$ cat config.mk
export PLATFORM = sky130hd
export DESIGN_NAME = dma_hs_ctrl
export DESIGN_NICKNAME = d
export VERILOG_FILES = /design/src/rtl/dma_hs_pkg.sv /design/src/rtl/dma_hs_req_sync.sv /design/src/rtl/dma_hs_seq.sv /design/src/rtl/dma_hs_strobe.sv /design/src/rtl/dma_hs_ctrl.sv
export SDC_FILE = /design/constraint.sdc
export NUM_CORES = 1
export LEC_CHECK = 0
export BUFFER_PORTS_ARGS = -buffer_cell sky130_fd_sc_hd__buf_2
export CAP_MARGIN = 20
export CORE_MARGIN = 8
export CORE_UTILIZATION = 35
export DETAILED_ROUTE_END_ITERATION = 8
export PLACE_DENSITY = 0.61
export SLEW_MARGIN = 40
export SYNTH_ARGS = -nofsm -noshare
export SYNTH_HDL_FRONTEND = slang
export SYNTH_SLANG_ARGS = --single-unit
$ cat constraint.sdc
create_clock -name clk -period 1.8 [get_ports clk]
set_input_delay 0.18 -clock clk [delete_from_list [all_inputs] [get_ports clk]]
set_output_delay 0.18 -clock clk [all_outputs]
set_load 0.05 [all_outputs]
$ cat src/rtl/dma_hs_pkg.sv
// Shared types for the DMA handshake controller.
// Assumes: the mode encoding below is also the encoding of the top-level mode pin.
package dma_hs_pkg;

    typedef enum logic [1:0] {
        MODE_HS    = 2'b00,
        MODE_XHS   = 2'b01,
        MODE_PACED = 2'b10,
        MODE_RSV   = 2'b11
    } xfer_mode_e;

    typedef enum logic [1:0] {
        ST_IDLE    = 2'b00,
        ST_ACTIVE  = 2'b01,
        ST_RECOVER = 2'b10
    } seq_state_e;

    typedef struct packed {
        xfer_mode_e mode;
        logic       write;
        logic       idle_en;
    } acc_cfg_t;

endpackage

$ cat src/rtl/dma_hs_req_sync.sv
// Request front end: synchronises the active-low request and turns it into
// a start qualifier for the sequencer.
// Level mode: start follows the synchronised level.
// Edge mode: a rising edge of the synchronised (active-high) request is kept
// pending until the sequencer takes it.
// Assumes: STAGES >= 2, and req_n idles high.
module dma_hs_req_sync #(
    parameter int STAGES = 2
) (
    input  logic clk,
    input  logic rst_n,
    input  logic req_n,
    input  logic sync_mode,
    input  logic take,
    output logic req_lvl,
    output logic req_start
);

    logic [STAGES-1:0] chain_q;
    logic              prev_q;
    logic              pend_q;
    logic              rise;

    // Synchroniser chain, filled with the idle level on reset.
    always_ff @(posedge clk) begin
        if (!rst_n) begin
            chain_q <= '1;
        end else begin
            chain_q <= {chain_q[STAGES-2:0], req_n};
        end
    end

    assign req_lvl = ~chain_q[STAGES-1];
    assign rise    = req_lvl & ~prev_q;

    // Edge history and capture of requests that arrive while busy.
    always_ff @(posedge clk) begin
        if (!rst_n) begin
            prev_q <= 1'b0;
            pend_q <= 1'b0;
        end else begin
            prev_q <= req_lvl;
            pend_q <= ~sync_mode & (pend_q | rise) & ~take;
        end
    end

    // Start qualifier chosen by the recognition mode.
    always_comb begin
        if (sync_mode) begin
            req_start = req_lvl;
        end else begin
            req_start = rise | pend_q;
        end
    end

endmodule

$ cat src/rtl/dma_hs_seq.sv
// Access sequencer: IDLE -> ACTIVE (1 + W cycles, stretched while the request
// stays low) -> optional RECOVER -> IDLE. Captures the configuration at the
// start of each access and raises done for one cycle at the end.
// Assumes: req_start and req_lvl come from registered logic.
module dma_hs_seq #(
    parameter int WAIT_W = 4
) (
    input  logic                  clk,
    input  logic                  rst_n,
    input  logic                  req_start,
    input  logic                  req_lvl,
    input  dma_hs_pkg::acc_cfg_t  cfg_in,
    input  logic [WAIT_W-1:0]     wait_in,
    output logic                  take,
    output logic                  active,
    output dma_hs_pkg::acc_cfg_t  cfg_q,
    output logic                  done
);
    import dma_hs_pkg::*;

    seq_state_e        state_q;
    logic [WAIT_W-1:0] cnt_q;

    assign take   = (state_q == ST_IDLE) & req_start;
    assign active = (state_q == ST_ACTIVE);

    // State, wait counter, captured configuration and completion pulse.
    always_ff @(posedge clk) begin
        if (!rst_n) begin
            state_q <= ST_IDLE;
            cnt_q   <= '0;
            cfg_q   <= '{mode: MODE_HS, write: 1'b0, idle_en: 1'b0};
            done    <= 1'b0;
        end else begin
            done <= 1'b0;
            case (state_q)
                ST_IDLE: begin
                    if (take) begin
                        state_q <= ST_ACTIVE;
                        cnt_q   <= wait_in;
                        cfg_q   <= cfg_in;
                    end
                end
                ST_ACTIVE: begin
                    if (cnt_q != '0) begin
                        cnt_q <= cnt_q - 1'b1;
                    end else if (!req_lvl) begin
                        done    <= 1'b1;
                        state_q <= cfg_q.idle_en ? ST_RECOVER : ST_IDLE;
                    end
                end
                ST_RECOVER: begin
                    state_q <= ST_IDLE;
                end
                default: begin
                    state_q <= ST_IDLE;
                end
            endcase
        end
    end

endmodule

$ cat src/rtl/dma_hs_strobe.sv
// Strobe decode: turns the active flag and the captured configuration into
// the active-low grant, read and write strobes.
// Assumes: active and cfg come straight from flops, so the outputs are clean.
module dma_hs_strobe (
    input  logic                 active,
    input  dma_hs_pkg::acc_cfg_t cfg,
    output logic                 grant_n,
    output logic                 rd_n,
    output logic                 wr_n
);
    import dma_hs_pkg::*;

    // Grant follows the strobe except in paced mode.
    always_comb begin
        rd_n    = ~(active & ~cfg.write);
        wr_n    = ~(active &  cfg.write);
        grant_n = ~(active & (cfg.mode != MODE_PACED));
    end

endmodule

$ cat src/rtl/dma_hs_ctrl.sv
// Top of the DMA request-grant handshake controller. Connects the request
// front end, the access sequencer and the strobe decode.
// Assumes: configuration inputs are synchronous to clk; req_n may be asynchronous.
module dma_hs_ctrl #(
    parameter int WAIT_W      = 4,
    parameter int SYNC_STAGES = 2
) (
    input  logic              clk,
    input  logic              rst_n,
    input  logic              req_n,
    input  logic              sync_mode,
    input  logic [1:0]        mode,
    input  logic              is_write,
    input  logic [WAIT_W-1:0] wait_states,
    input  logic              idle_en,
    output logic              grant_n,
    output logic              rd_n,
    output logic              wr_n,
    output logic              done
);
    import dma_hs_pkg::*;

    logic     req_lvl;
    logic     req_start;
    logic     take;
    logic     active;
    acc_cfg_t cfg_in;
    acc_cfg_t cfg_q;

    // Assemble the configuration captured at the start of an access.
    always_comb begin
        cfg_in.mode    = xfer_mode_e'(mode);
        cfg_in.write   = is_write;
        cfg_in.idle_en = idle_en;
    end

    dma_hs_req_sync #(.STAGES(SYNC_STAGES)) u_req (
        .clk       (clk),
        .rst_n     (rst_n),
        .req_n     (req_n),
        .sync_mode (sync_mode),
        .take      (take),
        .req_lvl   (req_lvl),
        .req_start (req_start)
    );

    dma_hs_seq #(.WAIT_W(WAIT_W)) u_seq (
        .clk       (clk),
        .rst_n     (rst_n),
        .req_start (req_start),
        .req_lvl   (req_lvl),
        .cfg_in    (cfg_in),
        .wait_in   (wait_states),
        .take      (take),
        .active    (active),
        .cfg_q     (cfg_q),
        .done      (done)
    );

    dma_hs_strobe u_stb (
        .active  (active),
        .cfg     (cfg_q),
        .grant_n (grant_n),
        .rd_n    (rd_n),
        .wr_n    (wr_n)
    );

endmodule

==> impl_metrics.env, run 1 <==
export IMPL_drc=0
export IMPL_utilization_pct=42.84
export IMPL_period_share_pct=90.65
export IMPL_crit_family="flip-flops"
export IMPL_cp_start_kind="flop"
export IMPL_p_sw_mw=0.1733
export IMPL_crit_arrival_ns=1.45
export IMPL_cp_max_fo=7
export IMPL_start_util_pct=36.07
export IMPL_grt_max_degree=11
export IMPL_fin_setup_tns_ns=0
export IMPL_period_needed_ns=1.632
export IMPL_end_kind="primary output"
export IMPL_syn2layout_area_growth_pct=18.77
export IMPL_h_tree_depth=1
export IMPL_final_cell_mix="buf_2 (15), dfxtp_1 (15), nor2_1 (10)"
export IMPL_drv_cap=0
export IMPL_dp_cells=125
export IMPL_synth_distinct_cells=27
export IMPL_slew_headroom_pct=64.84
export IMPL_synth_nets=97
export IMPL_grt_pass1_wl_um=2635
export IMPL_row_count=16
export IMPL_grt_setup_unrepaired="false"
export IMPL_stdcell_area_um2=823.3
export IMPL_skew_ns=0.003439
export IMPL_ant_nets=0
export IMPL_cts_buffers=3
export IMPL_synth_seq_cells=15
export IMPL_slew_violations=0
export IMPL_peakVddDrop_v=0.0003204
export IMPL_total_power_mw=0.6484
export IMPL_fmax_mhz=612.8
export IMPL_fin_ws_ns=0.1682
export IMPL_drt_iter0_drc=15
export IMPL_cp_cell_sequence="nor2b_1 > o21ai_0 > buf_2"
export IMPL_clk_latency_ns=0.28
export IMPL_critPathBufInv=1
export IMPL_dieWidth_um=60.50
export IMPL_clkPwrFrac_pct=30.2
export IMPL_ys_seq_area_share_pct=43.32
export IMPL_p_comb_share_pct=14.9
export IMPL_grt_pass1_vias=620
export IMPL_cts_setup_buffers=0
export IMPL_core_um2=1922
export IMPL_numClockSinks=15
export IMPL_dpl_worst_slack_ns=0.2006
export IMPL_slowest_stage="dfxtp_1"
export IMPL_final_setup_viol_count=0
export IMPL_p_leak_nw=0.3208
export IMPL_clkTransAtPathRegs_ns=0.09
export IMPL_yosysWarnings=0
export IMPL_reg2regPathDepth=6
export IMPL_placed_cell_area_um2=797.0
export IMPL_die_area_um2=3660
export IMPL_layoutNonFillerInstCount=129
export IMPL_antenna_found_initial=0
export IMPL_multi_input_area_um2=369.1
export IMPL_hp_class="input pin to flop"
export IMPL_hold_slack_ns=0.07589
export IMPL_via_per_inst=5.116
export IMPL_hold_viol=0
export IMPL_critPathMaxStageDelay_ns=0.45
export IMPL_die_y_um=60.50
export IMPL_hold_path_depth=2
export IMPL_switching_share_pct=26.73
export IMPL_drt_pass1_iterations=4
export IMPL_root_buffer="clkbuf_4"
export IMPL_syn_instance_count=84
export IMPL_cts_hold_buf=0
export IMPL_p_int_mw=0.4751
export IMPL_seqPwrFrac_pct=54.9
export IMPL_diodes=0
export IMPL_cts_buffer_depth=2
export IMPL_status="completed"
export IMPL_num_vias=660
export IMPL_required_ns=1.62
export IMPL_totalWireLength_um=1581
export IMPL_n_fill_cell=225
export IMPL_grt_overflow=0
export IMPL_tightest_slew_ns=0.5219
export IMPL_seq_area_um2=300.3
export IMPL_syn_area_um2=693.2
export IMPL_criticalPathCategory="flop to primary output"
export IMPL_drive_gt1_share_pct=21.57
export IMPL_gp_congestion=0.8345
export IMPL_syn_area_per_cell_um2=8.252
export IMPL_p_per_area_nw_per_um2=787.6
export IMPL_io_pins=16
export IMPL_finalNetCount=116
export IMPL_cts_tree="done"
export IMPL_grtUsageTotal_pct=9.444
export IMPL_post_cts_resized=0
export IMPL_dp_hpwl_um=1160
export IMPL_port_buffers=15
export IMPL_crit_cells=3
export IMPL_wl_per_cell_um=12.26
==> state kept, by name, indices dropped and copies added, names as in the netlist <==
| name | flops |
|---|---|
| u_seq.cfg_q | 4 |
| u_seq.cnt_q | 4 |
| u_req.chain_q | 2 |
| u_seq.state_q | 2 |
| u_req.pend_q | 1 |
| u_req.prev_q | 1 |
| u_seq.done | 1 |
==> cell families after synthesis <==
| family | share of synthesized area, % |
|---|---|
| adder cells (fa/ha/maj) | 1.805 |
| AO/OA/AOI/OAI | 20.76 |
| flip-flops | 43.32 |
| AND/OR/NAND/NOR | 30.69 |
| buffers and inverters | 3.428 |
==> power by group through the flow <==
stage / registers [mW] / logic, mW / clock network (mW)
global placement: 0.363 / 0.0964 / 0
detailed placement: 0.363 / 0.0971 / 0
finish: 0.356 / 0.0969 / 0.196
CTS: 0.356 / 0.0976 / 0.208
floorplan: 0.362 / 0.0682 / 0
global route: 0.358 / 0.107 / 0.222
==> final cells by class <==
type | instances | area share [%]
sequential | 15 | 36.47
tap | 27 | 4.103
timing repair buffer | 15 | 9.119
inverter | 5 | 2.280
clock buffer | 4 | 3.191
multi-input combinational | 63 | 44.83
==> per-layer routing <==
metal	routed length (um)	vias up	global-route usage, %
li1	-	332	-
met1	737	303	11.14
met2	687	23	14.79
met3	139	2	3.178
met4	17	0	4.983
met5	0	-	0
==> synthesized netlist by cell type <==
library cell  number  area share (%)
or2_2              1            0.90
nand2b_1           5             4.5
nand3_1            4             2.9
nor4bb_1           1             1.4
nor4_1             1            0.90
buf_2              1            0.72
o32ai_1            2             2.5
o21ai_0            7             5.1
ha_1               1             1.8
o221a_2            1             1.6
nor3_1             4             2.9
a21o_1             1             1.1
nor2_1            10             5.4
or2_4              1             1.3
or3_1              1            0.90
o21a_1             1             1.1
and3_1             1            0.90
a22oi_1            1             1.1
inv_1              4             2.2
and2_1             1            0.90
nor3b_1            3             3.2
o211a_4            1             2.5
nor2b_1            2             1.8
clkinv_1           1            0.54
a21oi_1            8             5.8
nand2_1            5             2.7
dfxtp_1           15              43
==> worst paths after layout <==
path	start	to	slack, ns
max	u_seq.state_q[0]$_SDFFE_PN0P_	grant_n	0.17
min	req_n	u_req.chain_q[0]$_SDFF_PN1_	0.08
max reg2reg	u_seq.cnt_q[0]$_SDFFE_PN0P_	u_seq.cnt_q[1]$_SDFFE_PN0P_	0.17
min reg2reg	u_req.chain_q[0]$_SDFF_PN1_	u_req.chain_q[1]$_SDFF_PN1_	0.42
Note: power is estimated with default switching activity, not from simulation.
==> run 2: changes to the inputs <==
--- a/config.mk
+++ b/config.mk
@@ -8,9 +8,9 @@
 export BUFFER_PORTS_ARGS = -buffer_cell sky130_fd_sc_hd__buf_2
 export CAP_MARGIN = 20
 export CORE_MARGIN = 8
-export CORE_UTILIZATION = 35
+export CORE_UTILIZATION = 50
 export DETAILED_ROUTE_END_ITERATION = 8
-export PLACE_DENSITY = 0.61
+export PLACE_DENSITY = 0.8
 export SLEW_MARGIN = 40
 export SYNTH_ARGS = -nofsm -noshare
 export SYNTH_HDL_FRONTEND = slang
==> impl_metrics.env, run 2 (same netlist as run 1, synthesis figures left out) <==
export IMPL_row_count=13
export IMPL_num_vias=650
export IMPL_diodes=0
export IMPL_totalWireLength_um=1475
export IMPL_finalNetCount=116
export IMPL_p_per_area_nw_per_um2=794.3
export IMPL_dieWidth_um=53.24
export IMPL_cp_max_fo=6
export IMPL_hp_class="input pin to flop"
export IMPL_root_buffer="clkbuf_4"
export IMPL_p_leak_nw=0.3208
export IMPL_criticalPathCategory="flop to flop"
export IMPL_end_kind="flop"
export IMPL_fin_setup_tns_ns=0
export IMPL_slowest_stage="dfxtp_1"
export IMPL_via_per_inst=5.556
export IMPL_fmax_mhz=608.1
export IMPL_grt_overflow=0
export IMPL_syn2layout_area_growth_pct=16.61
export IMPL_numClockSinks=15
export IMPL_period_needed_ns=1.645
export IMPL_peakVddDrop_v=0.0004492
export IMPL_drv_cap=0
export IMPL_clkPwrFrac_pct=29.6
export IMPL_grt_pass1_vias=625
export IMPL_status="completed"
export IMPL_grt_pass1_wl_um=2608
export IMPL_final_cell_mix="buf_2 (15), dfxtp_1 (15), nor2_1 (10)"
export IMPL_seqPwrFrac_pct=55.4
export IMPL_die_area_um2=2834
export IMPL_skew_ns=0.003436
export IMPL_clkTransAtPathRegs_ns=0.09
export IMPL_reg2reg_setup_slack_ns=0.16
export IMPL_grtUsageTotal_pct=12.36
export IMPL_fin_ws_ns=0.1555
export IMPL_wl_per_cell_um=12.61
export IMPL_post_cts_resized=0
export IMPL_cp_cell_sequence="inv_1 > ha_1 > nor3b_1 > a21o_1 > or2_4 > o32ai_1"
export IMPL_core_um2=1301
export IMPL_cts_buffers=3
export IMPL_reg_top3="u_seq.cfg_q x4, u_seq.cnt_q x4"
export IMPL_cts_hold_buf=0
export IMPL_grt_setup_unrepaired="false"
export IMPL_slew_headroom_pct=64.28
export IMPL_drt_iter0_drc=28
export IMPL_drive_gt1_share_pct=21.57
export IMPL_clk_latency_ns=0.28
export IMPL_grt_max_degree=11
export IMPL_dpl_worst_slack_ns=0.1695
export IMPL_cts_buffer_depth=2
export IMPL_cts_tree="done"
export IMPL_p_sw_mw=0.1671
export IMPL_gp_congestion=0.9152
export IMPL_io_pins=16
export IMPL_critPathMaxStageDelay_ns=0.38
export IMPL_cts_setup_buffers=0
export IMPL_final_setup_viol_count=0
export IMPL_switching_share_pct=26.02
export IMPL_start_util_pct=53.27
export IMPL_drt_pass1_iterations=4
export IMPL_cp_start_kind="flop"
export IMPL_die_y_um=53.24
export IMPL_period_share_pct=91.36
export IMPL_p_comb_share_pct=15.1
export IMPL_h_tree_depth=1
export IMPL_port_buffers=15
export IMPL_drc=0
export IMPL_required_ns=1.99
export IMPL_slew_violations=0
export IMPL_ant_nets=0
export IMPL_crit_arrival_ns=1.84
export IMPL_dp_hpwl_um=1089
export IMPL_p_int_mw=0.4750
export IMPL_antenna_found_initial=0
export IMPL_hold_viol=0
export IMPL_tightest_slew_ns=0.5302
[run 2: final timing paths]
check             cells after the start                        start                          end
setup / recovery                      6  u_seq.cnt_q[0]$_SDFFE_PN0P_  u_seq.cnt_q[3]$_SDFFE_PN0P_
setup reg to reg                      6  u_seq.cnt_q[0]$_SDFFE_PN0P_  u_seq.cnt_q[3]$_SDFFE_PN0P_
hold reg to reg                       1  u_req.chain_q[0]$_SDFF_PN1_  u_req.chain_q[1]$_SDFF_PN1_
hold / removal                        2                        req_n  u_req.chain_q[0]$_SDFF_PN1_
[run 2: worst max-delay path, delay by kind of cell (launching register included)]
family | cells | cell delay, ns
compound gates | 2 | 0.50
simple gates | 2 | 0.39
buf+inv | 1 | 0.06
flops | 1 | 0.38
fa+ha+maj | 1 | 0.23
[run 2: layout make-up]
| cell class | instances | area [um2] |
|---|---|---|
| clock buffer | 4 | 26.28 |
| fill | 116 | 493.0 |
| inverter | 5 | 18.77 |
| multi-input combinational | 63 | 369.1 |
| sequential | 15 | 300.3 |
| tap | 15 | 18.77 |
| timing repair buffer | 15 | 75.07 |
[run 2: routing by layer]
layer	global-route usage (%)	part of all wire (%)	up-vias
li1	-	-	334
met1	14.40	45	284
met2	18.75	45	28
met3	4.482	7.4	4
met4	7.563	1.8	0
met5	0	0	-
[run 2: metrics by stage]
step / cell area, um2 / utilization (%) / hold WS [ns] / power (mW) / instances
global placement: 782.0 / 60.10 / 0.3636 / 0.4580 / 113
global route: 808.3 / 62.12 / 0.05597 / 0.6857 / 117
CTS: 808.3 / 62.12 / 0.07110 / 0.6500 / 117
detailed placement: 782.0 / 60.10 / 0.3711 / 0.4588 / 113
floorplan: 693.2 / - / 0.2530 / 0.4303 / 84
finish: 808.3 / 62.12 / 0.07541 / 0.6420 / 117
[run 2: power groups by stage]
stage / registers, mW / logic (mW) / clock network, mW
floorplan: 0.362 / 0.0682 / 0
detailed placement: 0.363 / 0.0957 / 0
global route: 0.358 / 0.109 / 0.218
global placement: 0.363 / 0.0951 / 0
finish: 0.356 / 0.0967 / 0.190
CTS: 0.355 / 0.0967 / 0.198
==> run 3: changes to the inputs <==
--- a/config.mk
+++ b/config.mk
@@ -8,9 +8,9 @@
 export BUFFER_PORTS_ARGS = -buffer_cell sky130_fd_sc_hd__buf_2
 export CAP_MARGIN = 20
 export CORE_MARGIN = 8
-export CORE_UTILIZATION = 50
+export CORE_UTILIZATION = 29
 export DETAILED_ROUTE_END_ITERATION = 8
-export PLACE_DENSITY = 0.8
+export PLACE_DENSITY = 0.53
 export SLEW_MARGIN = 40
 export SYNTH_ARGS = -nofsm -noshare
 export SYNTH_HDL_FRONTEND = slang
==> impl_metrics.env, run 3 (same netlist as run 1, synthesis figures left out) <==
export IMPL_cts_buffer_depth=2
export IMPL_drv_cap=0
export IMPL_skew_ns=0.005309
export IMPL_io_pins=16
export IMPL_reg2reg_setup_slack_ns=0.16
export IMPL_crit_path_start="u_seq.cnt_q[0]$_SDFFE_PN0P_"
export IMPL_ant_nets=0
export IMPL_row_count=17
export IMPL_grtUsageTotal_pct=8.284
export IMPL_post_cts_resized=0
export IMPL_fmax_mhz=607.9
export IMPL_drt_iter0_drc=20
export IMPL_p_sw_mw=0.1777
export IMPL_n_fill_cell=246
export IMPL_end_kind="flop"
export IMPL_drc=0
export IMPL_gp_congestion=0.7220
export IMPL_wl_per_cell_um=12.12
export IMPL_totalWireLength_um=1575
export IMPL_reg2regPathDepth=6
export IMPL_switching_share_pct=27.37
export IMPL_finalNetCount=116
export IMPL_hp_class="input pin to flop"
export IMPL_drt_pass1_iterations=4
export IMPL_clkTransAtPathRegs_ns=0.09
export IMPL_slew_headroom_pct=60.28
export IMPL_root_buffer="clkbuf_4"
export IMPL_criticalPathCategory="flop to flop"
export IMPL_fin_ws_ns=0.1550
export IMPL_grt_pass1_wl_um=2822
export IMPL_p_comb_share_pct=15.2
export IMPL_syn2layout_area_growth_pct=19.13
export IMPL_cts_setup_buffers=0
export IMPL_die_y_um=64.89
export IMPL_grt_max_degree=11
export IMPL_slowest_stage="dfxtp_1"
export IMPL_crit_path_end="u_seq.cnt_q[3]$_SDFFE_PN0P_"
export IMPL_total_power_mw=0.6494
export IMPL_cp_cell_sequence="inv_1 > ha_1 > nor3b_1 > a21o_1 > or2_4 > o32ai_1"
export IMPL_final_cell_mix="buf_2 (15), dfxtp_1 (15), nor2_1 (10)"
export IMPL_dieWidth_um=64.89
export IMPL_dpl_worst_slack_ns=0.2011
export IMPL_antenna_found_initial=0
export IMPL_grt_setup_unrepaired="false"
export IMPL_slew_violations=0
export IMPL_cts_tree="done"
export IMPL_clkPwrFrac_pct=30.1
export IMPL_crit_arrival_ns=1.84
export IMPL_hold_path_depth=2
export IMPL_clk_latency_ns=0.29
export IMPL_cts_hold_buf=0
export IMPL_peakVddDrop_v=0.0004523
export IMPL_reg_top3="u_seq.cfg_q x4, u_seq.cnt_q x4"
export IMPL_diodes=0
export IMPL_drive_gt1_share_pct=22.55
export IMPL_seqPwrFrac_pct=54.7
export IMPL_via_per_inst=5.069
export IMPL_grt_pass1_vias=675
export IMPL_h_tree_depth=1
export IMPL_p_leak_nw=0.3235
export IMPL_tightest_slew_ns=0.5895
export IMPL_critPathMaxStageDelay_ns=0.39
export IMPL_final_setup_viol_count=0
export IMPL_cp_max_fo=6
export IMPL_die_area_um2=4211
export IMPL_period_needed_ns=1.645
export IMPL_cp_start_kind="flop"
export IMPL_required_ns=1.99
export IMPL_hold_viol=0
export IMPL_dp_hpwl_um=1202
export IMPL_start_util_pct=31.04
export IMPL_p_per_area_nw_per_um2=786.3
export IMPL_fin_setup_tns_ns=0
export IMPL_cts_buffers=3
export IMPL_status="completed"
export IMPL_period_share_pct=91.39
export IMPL_numClockSinks=15
export IMPL_port_buffers=15
export IMPL_p_int_mw=0.4716
export IMPL_num_vias=659
export IMPL_grt_overflow=0
export IMPL_core_um2=2233
export IMPL_rr_startpoint="u_seq.cnt_q[0]$_SDFFE_PN0P_"
export IMPL_r2r_end="u_seq.cnt_q[3]$_SDFFE_PN0P_"
## run 3: per-stage QoR
stage / instance area, um2 / std cells / util (%) / hold slack, ns
final: 825.8 / 130 / 36.97 / 0.07479
after global routing: 825.8 / 130 / 36.97 / 0.07133
after CTS: 825.8 / 130 / 36.97 / 0.07171
after detailed placement: 798.3 / 126 / 35.74 / 0.3707
after global placement: 798.3 / 126 / 35.74 / 0.3631
after floorplan: 693.2 / 84 / - / 0.2530
## run 3: worst min-delay path by stage
stage                      from                     endpoint  slack (ns)
after floorplan           rst_n  u_req.chain_q[0]$_SDFF_PN1_        0.25
after CTS                 req_n  u_req.chain_q[0]$_SDFF_PN1_        0.07
after global placement    req_n  u_req.chain_q[0]$_SDFF_PN1_        0.36
after global routing      req_n  u_req.chain_q[0]$_SDFF_PN1_        0.07
final                     req_n  u_req.chain_q[0]$_SDFF_PN1_        0.07
after detailed placement  req_n  u_req.chain_q[0]$_SDFF_PN1_        0.37
## run 3: power by group through the flow
stage / logic (mW) / clock network, mW / registers, mW
after floorplan: 0.0682 / 0 / 0.362
after global placement: 0.0975 / 0 / 0.363
after detailed placement: 0.0980 / 0 / 0.363
after CTS: 0.0991 / 0.201 / 0.355
after global routing: 0.110 / 0.220 / 0.358
final: 0.0985 / 0.196 / 0.355
## run 3: per-layer routing
layer / part of all wire (%) / vias to the layer above / wire length (um) / global-route usage [%]
met5: 0 / - / 0 / 0
met4: 1.0 / 0 / 16 / 5.722
met3: 3.4 / 2 / 54 / 2.062
met2: 46 / 9 / 728 / 12.17
met1: 49 / 317 / 775 / 10.34
li1: - / 331 / - / -
## run 3: critical path: cells and delay by family (launching register included)
family | cells | cell delay, ns
simple gates | 2 | 0.41
flops | 1 | 0.39
buf+inv | 1 | 0.06
fa+ha+maj | 1 | 0.23
compound gates | 2 | 0.48
## run 3: area by class of cell
type                            instances  area [um2]  area share, %
Timing Repair Buffer                   15       75.07          9.091
Inverter                                5       18.77          2.273
Multi-Input combinational cell         63       369.1          44.70
Clock inverter                          1       5.005         0.6061
Tap cell                               28       35.03          4.242
Clock buffer                            3       22.52          2.727
Sequential cell                        15       300.3          36.36
